[config.mk]
export PLATFORM = sky130hd
export DESIGN_NAME = sdram_bank_tracker
export DESIGN_NICKNAME = d
export VERILOG_FILES = /design/src/rtl/sbt_pkg.sv /design/src/rtl/sbt_since.sv /design/src/rtl/sbt_bank.sv /design/src/rtl/sdram_bank_tracker.sv
export SDC_FILE = /design/constraint.sdc
export NUM_CORES = 1
export LEC_CHECK = 0
export ABC_AREA = 1
export BUFFER_PORTS_ARGS = -buffer_cell sky130_fd_sc_hd__buf_2
export CAP_MARGIN = 20
export CORE_AREA = 2 2 132 134
export DETAILED_ROUTE_END_ITERATION = 7
export DIE_AREA = 0 0 134 136
export SYNTH_ARGS = -nofsm -noshare
export SYNTH_HDL_FRONTEND = slang
export SYNTH_SLANG_ARGS = --single-unit
[constraint.sdc]
create_clock -name clk -period 2.7 [get_ports clk]
set_input_delay 0.135 -clock clk [delete_from_list [all_inputs] [get_ports clk]]
set_output_delay 0.135 -clock clk [all_outputs]
set_load 0.005 [all_outputs]
[src/rtl/sbt_pkg.sv]
package sbt_pkg;

    localparam logic [2:0] OP_ACT  = 3'd0;
    localparam logic [2:0] OP_RD   = 3'd1;
    localparam logic [2:0] OP_WR   = 3'd2;
    localparam logic [2:0] OP_PRE  = 3'd3;
    localparam logic [2:0] OP_PREA = 3'd4;
    localparam logic [2:0] OP_REF  = 3'd5;

    localparam logic [2:0] V_NONE      = 3'd0;
    localparam logic [2:0] V_RW_CLOSED = 3'd1;
    localparam logic [2:0] V_ACT_OPEN  = 3'd2;
    localparam logic [2:0] V_EARLY_RW  = 3'd3;
    localparam logic [2:0] V_EARLY_PRE = 3'd4;
    localparam logic [2:0] V_EARLY_ACT = 3'd5;
    localparam logic [2:0] V_REF_BUSY  = 3'd6;
    localparam logic [2:0] V_ROW_LONG  = 3'd7;

    typedef enum logic [1:0] {
        B_CLOSED  = 2'd0,
        B_OPENING = 2'd1,
        B_OPEN    = 2'd2,
        B_PRECHG  = 2'd3
    } bank_st_e;

    // limit in ps -> whole clocks, rounded up, at least one
    function automatic int ps_to_clk(input int lim_ps, input int per_ps);
        int c;
        c = (lim_ps + per_ps - 1) / per_ps;
        return (c < 1) ? 1 : c;
    endfunction

endpackage

[src/rtl/sbt_since.sv]
module sbt_since #(
    parameter int LIMIT = 2
) (
    input  logic clk,
    input  logic rst_n,
    input  logic start,
    output logic done
);
    localparam int W = ($clog2(LIMIT + 1) < 1) ? 1 : $clog2(LIMIT + 1);

    logic [W-1:0] cnt;

    always_ff @(posedge clk) begin
        if (!rst_n)
            cnt <= W'(LIMIT);
        else if (start)
            cnt <= W'(1);
        else if (cnt < W'(LIMIT))
            cnt <= cnt + 1'b1;
    end

    assign done = (cnt >= W'(LIMIT));

endmodule

[src/rtl/sbt_bank.sv]
module sbt_bank
    import sbt_pkg::*;
#(
    parameter int RCD     = 2,
    parameter int RAS_MIN = 5,
    parameter int RAS_MAX = 10000,
    parameter int RP      = 2,
    parameter int WR      = 1,
    parameter int WARN    = 8
) (
    input  logic clk,
    input  logic rst_n,
    input  logic do_act,
    input  logic do_wr,
    input  logic do_pre,
    output logic is_open,
    output logic rw_ok,
    output logic pre_ok,
    output logic act_ok,
    output logic warn,
    output logic expire
);
    localparam int AW      = $clog2(RAS_MAX + 2);
    localparam int WARN_AT = (WARN >= RAS_MAX) ? 1 : RAS_MAX - WARN;

    bank_st_e       st, st_nxt;
    logic [AW-1:0]  age;
    logic           wr_done;
    logic           open_c;

    assign open_c = (st == B_OPENING) || (st == B_OPEN);

    // state register
    always_ff @(posedge clk) begin
        if (!rst_n) st <= B_CLOSED;
        else        st <= st_nxt;
    end

    // next state
    always_comb begin
        st_nxt = st;
        unique case (st)
            B_CLOSED:  if (do_act) st_nxt = B_OPENING;
            B_OPENING: begin
                if (do_pre)                  st_nxt = B_PRECHG;
                else if (age >= AW'(RCD))    st_nxt = B_OPEN;
            end
            B_OPEN:    if (do_pre) st_nxt = B_PRECHG;
            B_PRECHG: begin
                if (do_act)                  st_nxt = B_OPENING;
                else if (age >= AW'(RP))     st_nxt = B_CLOSED;
            end
        endcase
    end

    // age of the current row or of the current precharge
    always_ff @(posedge clk) begin
        if (!rst_n)
            age <= AW'(RAS_MAX + 1);
        else if (do_act && !open_c)
            age <= AW'(1);
        else if (do_pre && open_c)
            age <= AW'(1);
        else if (age <= AW'(RAS_MAX))
            age <= age + 1'b1;
    end

    sbt_since #(.LIMIT(WR)) u_wr (
        .clk  (clk),
        .rst_n(rst_n),
        .start(do_wr && open_c),
        .done (wr_done)
    );

    // outputs
    always_comb begin
        is_open = open_c;
        rw_ok   = open_c && (age >= AW'(RCD));
        pre_ok  = !open_c || ((age >= AW'(RAS_MIN)) && wr_done);
        act_ok  = (st == B_CLOSED) || ((st == B_PRECHG) && (age >= AW'(RP)));
        warn    = open_c && (age >= AW'(WARN_AT));
        expire  = open_c && (age == AW'(RAS_MAX)) && !do_pre;
    end

endmodule

[src/rtl/sdram_bank_tracker.sv]
module sdram_bank_tracker
    import sbt_pkg::*;
#(
    parameter int NB           = 4,
    parameter int CLK_PS       = 10000,
    parameter int T_RCD_PS     = 20000,
    parameter int T_RAS_MIN_PS = 45000,
    parameter int T_RAS_MAX_PS = 100000000,
    parameter int T_RP_PS      = 20000,
    parameter int T_RRD_PS     = 15000,
    parameter int T_WR_PS      = 10000,
    parameter int T_RC_PS      = 65000,
    parameter int WARN_CLK     = 8
) (
    input  logic                  clk,
    input  logic                  rst_n,
    input  logic                  cmd_vld,
    input  logic [2:0]            cmd_op,
    input  logic [$clog2(NB)-1:0] cmd_bank,
    output logic [NB-1:0]         rdy_act,
    output logic [NB-1:0]         rdy_rw,
    output logic [NB-1:0]         rdy_pre,
    output logic                  rdy_ref,
    output logic [NB-1:0]         bank_open,
    output logic [NB-1:0]         force_pre,
    output logic                  viol_vld,
    output logic [2:0]            viol_code,
    output logic [$clog2(NB)-1:0] viol_bank
);
    localparam int BW        = $clog2(NB);
    localparam int RCD_C     = ps_to_clk(T_RCD_PS, CLK_PS);
    localparam int RAS_MIN_C = ps_to_clk(T_RAS_MIN_PS, CLK_PS);
    localparam int RAS_MAX_C = ps_to_clk(T_RAS_MAX_PS, CLK_PS);
    localparam int RP_C      = ps_to_clk(T_RP_PS, CLK_PS);
    localparam int RRD_C     = ps_to_clk(T_RRD_PS, CLK_PS);
    localparam int WR_C      = ps_to_clk(T_WR_PS, CLK_PS);
    localparam int RC_C      = ps_to_clk(T_RC_PS, CLK_PS);

    logic [NB-1:0] do_act, do_wr, do_pre;
    logic [NB-1:0] act_ok, expire;
    logic          act_gap, ref_gap;
    logic [2:0]    v_code;
    logic [BW-1:0] v_bank;

    for (genvar i = 0; i < NB; i++) begin : g_bank
        logic sel;
        assign sel       = cmd_vld && (cmd_bank == BW'(i));
        assign do_act[i] = sel && (cmd_op == OP_ACT) && !bank_open[i];
        assign do_wr[i]  = sel && (cmd_op == OP_WR);
        assign do_pre[i] = (sel && (cmd_op == OP_PRE)) ||
                           (cmd_vld && (cmd_op == OP_PREA));

        sbt_bank #(
            .RCD(RCD_C), .RAS_MIN(RAS_MIN_C), .RAS_MAX(RAS_MAX_C),
            .RP(RP_C), .WR(WR_C), .WARN(WARN_CLK)
        ) u_bank (
            .clk    (clk),
            .rst_n  (rst_n),
            .do_act (do_act[i]),
            .do_wr  (do_wr[i]),
            .do_pre (do_pre[i]),
            .is_open(bank_open[i]),
            .rw_ok  (rdy_rw[i]),
            .pre_ok (rdy_pre[i]),
            .act_ok (act_ok[i]),
            .warn   (force_pre[i]),
            .expire (expire[i])
        );

        assign rdy_act[i] = act_ok[i] && act_gap && ref_gap;
    end

    sbt_since #(.LIMIT(RRD_C)) u_rrd (
        .clk(clk), .rst_n(rst_n), .start(|do_act), .done(act_gap)
    );

    sbt_since #(.LIMIT(RC_C)) u_rc (
        .clk(clk), .rst_n(rst_n),
        .start(cmd_vld && (cmd_op == OP_REF)), .done(ref_gap)
    );

    assign rdy_ref = (&act_ok) && ref_gap;

    // rule check on the command presented this cycle
    always_comb begin
        v_code = V_NONE;
        v_bank = '0;
        if (cmd_vld) begin
            case (cmd_op)
                OP_ACT: begin
                    if (bank_open[cmd_bank])     v_code = V_ACT_OPEN;
                    else if (!rdy_act[cmd_bank]) v_code = V_EARLY_ACT;
                    v_bank = cmd_bank;
                end
                OP_RD, OP_WR: begin
                    if (!bank_open[cmd_bank])    v_code = V_RW_CLOSED;
                    else if (!rdy_rw[cmd_bank])  v_code = V_EARLY_RW;
                    v_bank = cmd_bank;
                end
                OP_PRE: begin
                    if (!rdy_pre[cmd_bank])      v_code = V_EARLY_PRE;
                    v_bank = cmd_bank;
                end
                OP_PREA: begin
                    for (int i = NB - 1; i >= 0; i--) begin
                        if (!rdy_pre[i]) begin
                            v_code = V_EARLY_PRE;
                            v_bank = BW'(i);
                        end
                    end
                end
                OP_REF: if (!rdy_ref) v_code = V_REF_BUSY;
                default: ;
            endcase
        end
        if (v_code == V_NONE) begin
            for (int i = NB - 1; i >= 0; i--) begin
                if (expire[i]) begin
                    v_code = V_ROW_LONG;
                    v_bank = BW'(i);
                end
            end
        end
    end

    always_ff @(posedge clk) begin
        if (!rst_n) begin
            viol_vld  <= 1'b0;
            viol_code <= V_NONE;
            viol_bank <= '0;
        end else begin
            viol_vld  <= (v_code != V_NONE);
            viol_code <= v_code;
            viol_bank <= v_bank;
        end
    end

endmodule

* Word-level counts from Yosys, hierarchy flattened
Cells that the tools add are included.
** Word-level totals
- Register bits after elaboration :: 79
- Bits in latches :: 0
- Memory bits (writable) :: 0
- Bits in read-only memories :: 0
- Bits of input ports :: 8
- Output and inout port bits :: 27
- Memories kept :: 0
** Operators by class
- Add/subtract/negate cells :: 10
- $mul :: 0
- Divide/modulo/power cells :: 0
- Magnitude comparators :: 29
- Eq/ne operators :: 40
- Shift operators :: 0
- Mux-type cells :: 80
- Bitwise logic cells :: 1
- Reductions and logical operators :: 122
** Operators with widths (number)
- two-way mux 14 bit :: 12
- two-way mux 2 bit :: 38
- logical AND 1 bit :: 67
- adder 14 x 1 -> 14 bit (second input constant) :: 4
- equality test 14 bit (second input constant) :: 4
- greater-or-equal comparator 14 bit (second input constant) :: 4
- greater-or-equal comparator 14 x 2 -> 1 bit (second input constant) :: 4
- greater-or-equal comparator 14 x 3 -> 1 bit (second input constant) :: 4
- <= comparator 14 bit (second input constant) :: 4
- two-way mux 3 bit :: 16
- one-hot mux 2 bit (4 select lines) :: 4
- equality test 2 bit (second input constant) :: 10
- AND reduction 4 bit :: 5
- logical OR 1 bit :: 16
- != test 2 x 1 -> 1 bit (second input constant) :: 8
- one-hot mux 3 bit (5 select lines) :: 1
- nonzero test 3 bit :: 5
- != test 3 x 1 -> 1 bit (second input constant) :: 4
- != test 3 x 2 -> 1 bit (second input constant) :: 4
- OR reduction 2 bit :: 6
- OR reduction 3 bit :: 4
- equality test 2 x 1 -> 1 bit (second input constant) :: 5
- logical NOT 2 bit :: 5
- binary-select mux 1 bit (select 2 bit) :: 4
- 20 further kinds :: 44

* Depth between registers and ports, before layout
- Depth after elaboration :: 17
- Depth in mapped cells :: 21
- Mapped depth without buffers :: 21

* Modules after synthesis
Synthesis repeated with hierarchy kept, for this count alone.
** Unflattened totals
- Cell total of the unflattened synthesis :: 1011
- Area total of the unflattened synthesis :: 6160.9 sq um
** Modules (own cells, without submodules)
- sbt_bank :: times used 4, cells each 200, area each 1244.9 sq um
- sdram_bank_tracker :: times used 1, cells each 171, area each 842.1 sq um
- sbt_since (u_rc) :: times used 1, cells each 17, area each 142.6 sq um
- sbt_since (u_rrd) :: times used 1, cells each 15, area each 101.3 sq um
- sbt_since (g_bank[0].u_bank.u_wr ...) :: times used 4, cells each 2, area each 23.8 sq um

* Worst setup path after synthesis
No wires, ideal clock.
- Kind :: reg2reg
- Start point :: reg g_bank[0].u_bank.st[0]
- End point :: reg viol_bank[0]
- Arrival :: 1911 ps
- Data required time :: 2590 ps
- Slack :: 679 ps
- Stages on the path, launching flop included :: 18
- Buffers on the path :: 0
- Period minus slack after synthesis :: 2021 ps
- Path through :: dfxtp_1 > inv_1 > ha_1 > inv_2 > nand2_1 > nand2_1 > nor3_2 > nor2_1 > nand2_1 > inv_2 > nand3_1 > nand2_2 > o21bai_4 > nand2_2 > inv_2 > nand2_1 > inv_2 > nor2_2
** Between the ends
- Elaborated cells on any way between the ends :: 42
- Those cells by class :: 3 x eq/ne; 25 x mux; 14 x reduce/logical
** RTL lines
- start: declaration :: line sbt_bank.sv:26 : bank_st_e st, st_nxt;
- start signal: assignment :: line sbt_bank.sv:36 : else st <= st_nxt;
- equality test 2 x 1 -> 1 bit or equality test 2 bit (tied branches) :: line sbt_bank.sv:31 : assign open_c = (st == B_OPENING) || (st == B_OPEN);
- logical OR 1 bit * :: line sbt_bank.sv:31
- via g_bank[0].u_bank.is_open :: line sbt_bank.sv:16 : output logic is_open,
- parallel branches: the longest is 9 deep, another holds one-hot mux 3 bit (5 select lines)
- two-way mux 2 bit * :: line sdram_bank_tracker.sv:116 : if (v_code == V_NONE) begin
- end signal: assignment :: line sdram_bank_tracker.sv:134 : viol_bank <= v_bank;
- end: declaration :: line sdram_bank_tracker.sv:28 : output logic [$clog2(NB)-1:0] viol_bank
Mark *: on every way through the listed nets, which the timed path passes. The select of a mux whose other input is x is not followed.
A chain may end at the register's enable or synchronous reset.

* Final worst setup path
- Start point :: reg g_bank[0].u_bank.st[0]
- End point :: reg viol_vld
** Between the ends
- Cells in the longest elaborated chain, start to end :: 17
- Elaborated cells on any way between the ends :: 40
- Those cells by class :: 3 x eq/ne; 22 x mux; 15 x reduce/logical
** Ends and longest elaborated chain
- equality test 2 bit :: line sbt_bank.sv:80 : act_ok = (st == B_CLOSED) || ((st == B_PRECHG) && (age >= AW'(RP)));
- logical AND 1 bit :: line sbt_bank.sv:80
- logical OR 1 bit :: line sbt_bank.sv:80
- logical AND 1 bit (2 in a row) :: line sdram_bank_tracker.sv:70 : assign rdy_act[i] = act_ok[i] && act_gap && ref_gap;
- binary-select mux 1 bit (select 2 bit) :: line sdram_bank_tracker.sv:92 : else if (!rdy_act[cmd_bank]) v_code = V_EARLY_ACT;
- two-way mux 1 bit (not written as such) :: line sdram_bank_tracker.sv:92
- two-way mux 3 bit :: line sdram_bank_tracker.sv:92
- two-way mux 3 bit :: line sdram_bank_tracker.sv:91 : if (bank_open[cmd_bank]) v_code = V_ACT_OPEN;
- one-hot mux 3 bit (5 select lines) :: line sdram_bank_tracker.sv:89 : case (cmd_op)
- two-way mux 3 bit :: line sdram_bank_tracker.sv:88 : if (cmd_vld) begin
- two-way mux 3 bit (4 in a row) :: line sdram_bank_tracker.sv:118 : if (expire[i]) begin
- two-way mux 3 bit * :: line sdram_bank_tracker.sv:116
- nonzero test 3 bit * :: line sdram_bank_tracker.sv:132 : viol_vld <= (v_code != V_NONE);
- end signal: assignment :: line sdram_bank_tracker.sv:132
- end: declaration :: line sdram_bank_tracker.sv:26 : output logic viol_vld,
Every way passes the cells marked *; elsewhere a longest branch is shown, timed or not. The select of a mux whose other input is x is not followed.

==> results.md <==
- Worst vdd ir: 0.433 mV
- Post-CTS Setup Inserts: 0
- Count of cell types in the netlist: 49
- Clock skew: 8.24 ps
- Max Slew Vio Count: 0
- Syn avg cell area: roughly 6.6 um^2
- Worst Path Max Fanout: 8
- Global Route Usage Sum: 15.6%
- Switching pwr: 3.13 mW
- Period minus WS final: 2220 ps
- Register area share after synthesis: roughly 28%
- Internal power: 3.45 mW
- R2R setup slack: 480 ps
- HPWL Detailed: 10.6 mm
- Clock Tree Buf Depth: 2
- Critical Path Sink: viol_vld
- Drt wl/cell: 12.4 um
- Critical R2R Capture: viol_vld
- Startpoint types: flop
- Site Rows: 48
- Final hold viol count: 0
- Inserted Clock Buffers: 9
- Vias/cell: 4.80
- Routed Antenna Nets: 0
- Clock-pin slew on the worst setup and hold paths: 60 ps
- IO Port Bufs: 34
- Worst min path class: in -> reg
- CP Class: reg -> reg
- Top cells by area, synth: dfxtp_1 28%, nand2_1 11%, ha_1 8.7%
- Worst Reg-to-Reg Cells: 17
- Root Driver: clkbuf_16
- Nets@finish: 922
- # clock sinks: 79
- Max-Cap Viols: 0
- Mapped cell area: 0.00564 mm^2
- Final wirelength: 13.7 mm
- Core Area: 0.0169 mm^2
- Drt first-iter violations: 360
- Crit path arrival time: between 2000 and 2500 ps
- Share of cells above drive strength 1: 14.4%
- Sequential Power Share: between 20% and 30%
- Worst EP required: a little under 3000 ps
- Initial antenna violation count: 0
- Leak Pwr: 2.86 nW
- Die ar.: 0.0182 mm^2
- Slew @ Worst Pin: 509 ps
- Drc violations: 0
- Outcome: finished clean
- H-Tree Depth: 3
- CTS tree: done
- Cells after Synth: roughly 850
- Reg-to-reg critical path startpoint: g_bank[0].u_bank.st[0]
- Initial Util: 33.4%
- Ant diodes: 0
- Post-CTS resize count: 0
- # hold bufs at CTS: 0
- Die Span X: ~130 um
- P per Cell Area: 1050 mW/mm^2
- # setup viols final: 0
- Crit end category: flop
- Die Ht: 136 um
- Area grow syn2layout: 10.7%
- Fin Hold WS: 169 ps
- Max-slew headroom: 65.8%
- Yosys reg bits: between 70 and 80
- Synth Warn #: 0
- Design area: approximately 0.0062 mm^2
- Pre-Repair DR Iteration Count: 5
- Routed via count: 5302
- RSZ-0062 raised after global routing: no
- Ports: 35
- Vias in the first global route: 4953
- Clk Latency, worst-skew pair: 340 ps
- Area leader, netlist: dfxtp_1
- First-pass GRT wire length: 23.2 mm
- Fmax: 451 MHz
- Synth top area share: 28.0%
- Largest net degree at the start of global routing: 27
- Clock power frac: 18.5%
- Ratio of final minimum period to clock period: 82.2%
- Critical Path Start: g_bank[0].u_bank.st[0]
- Gate power share: 54.0%
- Fin Setup TNS: 0 ps
- Switching Fraction: ~48%
- Total power: around 6.6 mW
- Placed cell area: approximately 0.006 mm^2
- Gr ovfl total: 0
- Gpl congestion: just over 0.9
-- routing by layer --
metal	wire, um	track usage [%]	share of wire [%]
met1	6830	21.0	50
met5	0	0	0
met4	165	4.55	1.2
met2	6180	25.9	45
met3	503	2.50	3.7
-- cell type report --
class                           count  area [um^2]
Clock buffer                       12          246
Timing Repair Buffer               37          193
Tap cell                          225          282
Multi-Input combinational cell    609         3370
Sequential cell                    79         1580
Fill cell                        1764        10600
Inverter                          139          522
Clock inverter                      3         43.8
-- placed cells by master, fill, tap and decap left out, types with 10 or more instances in the layout --
cell type / count
xor2_1: 16
dfxtp_1: 79
inv_2: 25
nor3_1: 32
nand2_2: 19
buf_2: 34
a21oi_1: 60
ha_1: 39
nor2_1: 93
inv_1: 112
nand3_1: 43
o21ai_0: 42
nand4_1: 17
nand2_1: 163
nor4_1: 10
-- state kept, by name, indices dropped and copies added, names as in the netlist --
signal                  cells
u_rrd.cnt                   2
g_bank.u_bank.st            8
viol_bank                   2
g_bank.u_bank.age          56
viol_vld                    1
g_bank.u_bank.u_wr.cnt      4
viol_code                   3
u_rc.cnt                    3
-- how the worst min path moves through the flow --
stage | slack [ps] | cells after the start | end | from
finish | 170 | 3 | viol_code[1] | cmd_vld
global route | 190 | 3 | viol_code[1] | cmd_vld
CTS | 160 | 4 | u_rc.cnt[0] | cmd_op[1]
detailed placement | 420 | 1 | u_rc.cnt[0] | u_rc.cnt[0]
global placement | 410 | 1 | u_rc.cnt[0] | u_rc.cnt[0]
floorplan | 370 | 3 | u_rc.cnt[0] | cmd_op[1]
-- through the flow --
| stage | instances | util, % | setup WS (ps) |
|---|---|---|---|
| finish | 1104 | 37.0 | 481 |
| global route | 1104 | 37.0 | 243 |
| CTS | 1104 | 37.0 | 467 |
| detailed placement | 1089 | 35.3 | 479 |
| global placement | 1089 | 35.3 | 548 |
| floorplan | 851 | - | 679 |
-- synth_stat cells, drive strengths merged --
master     n
a211oi     1
a21oi     61
a221o      1
a221oi     1
a31oi      6
a32oi      2
and3       2
buf       21
clkbuf     3
clkinv     2
conb       1
dfxtp     79
ha        39
inv      137
nand2    184
nand3     46
nand3b     2
nand4     17
nor2     106
nor3      38
nor4      11
o2111ai    1
o211ai     4
o21ai     45
o21bai     3
o221ai     5
o22ai      1
o311ai     1
o31ai      4
or2        6
xnor2      2
xor2      16
-- kinds of logic (layout without fill, tap and decap cells) --
logic type,Yosys count,in the layout,synth area share (%)
AND/OR/NAND/NOR,412,412,34.1
adder cells (fa/ha/maj),39,39,8.65
XOR/XNOR,18,18,2.80
other,1,4,0.0665
AO/OA/AOI/OAI,136,136,14.0
buffers and inverters,163,191,12.4
flip-flops,79,79,28.0
-- worst max-delay path, cell delays in order, from the launching register on --
cell and delay [ps]:
dfxtp_1 350, inv_1 100, ha_1 440, inv_2 80
nand2_1 90, nand2_1 80, nor3_2 210, nor2_1 60
nand2_1 80, inv_2 40, nand3_1 80, nand2_2 70
o21bai_4 180, nand2_2 80, inv_2 60, nand2_1 40
nand2_1 50, inv_1 30
-- power groups by stage --
stage	Clock [mW]	Sequential, mW	Combinational [mW]
after floorplan	0	1.73	2.83
after global placement	0	1.82	3.53
after detailed placement	0	1.82	3.52
after CTS	1.25	1.80	3.54
after global routing	1.30	1.86	4.10
final	1.22	1.80	3.55
Power figures use the tool's default switching activity.
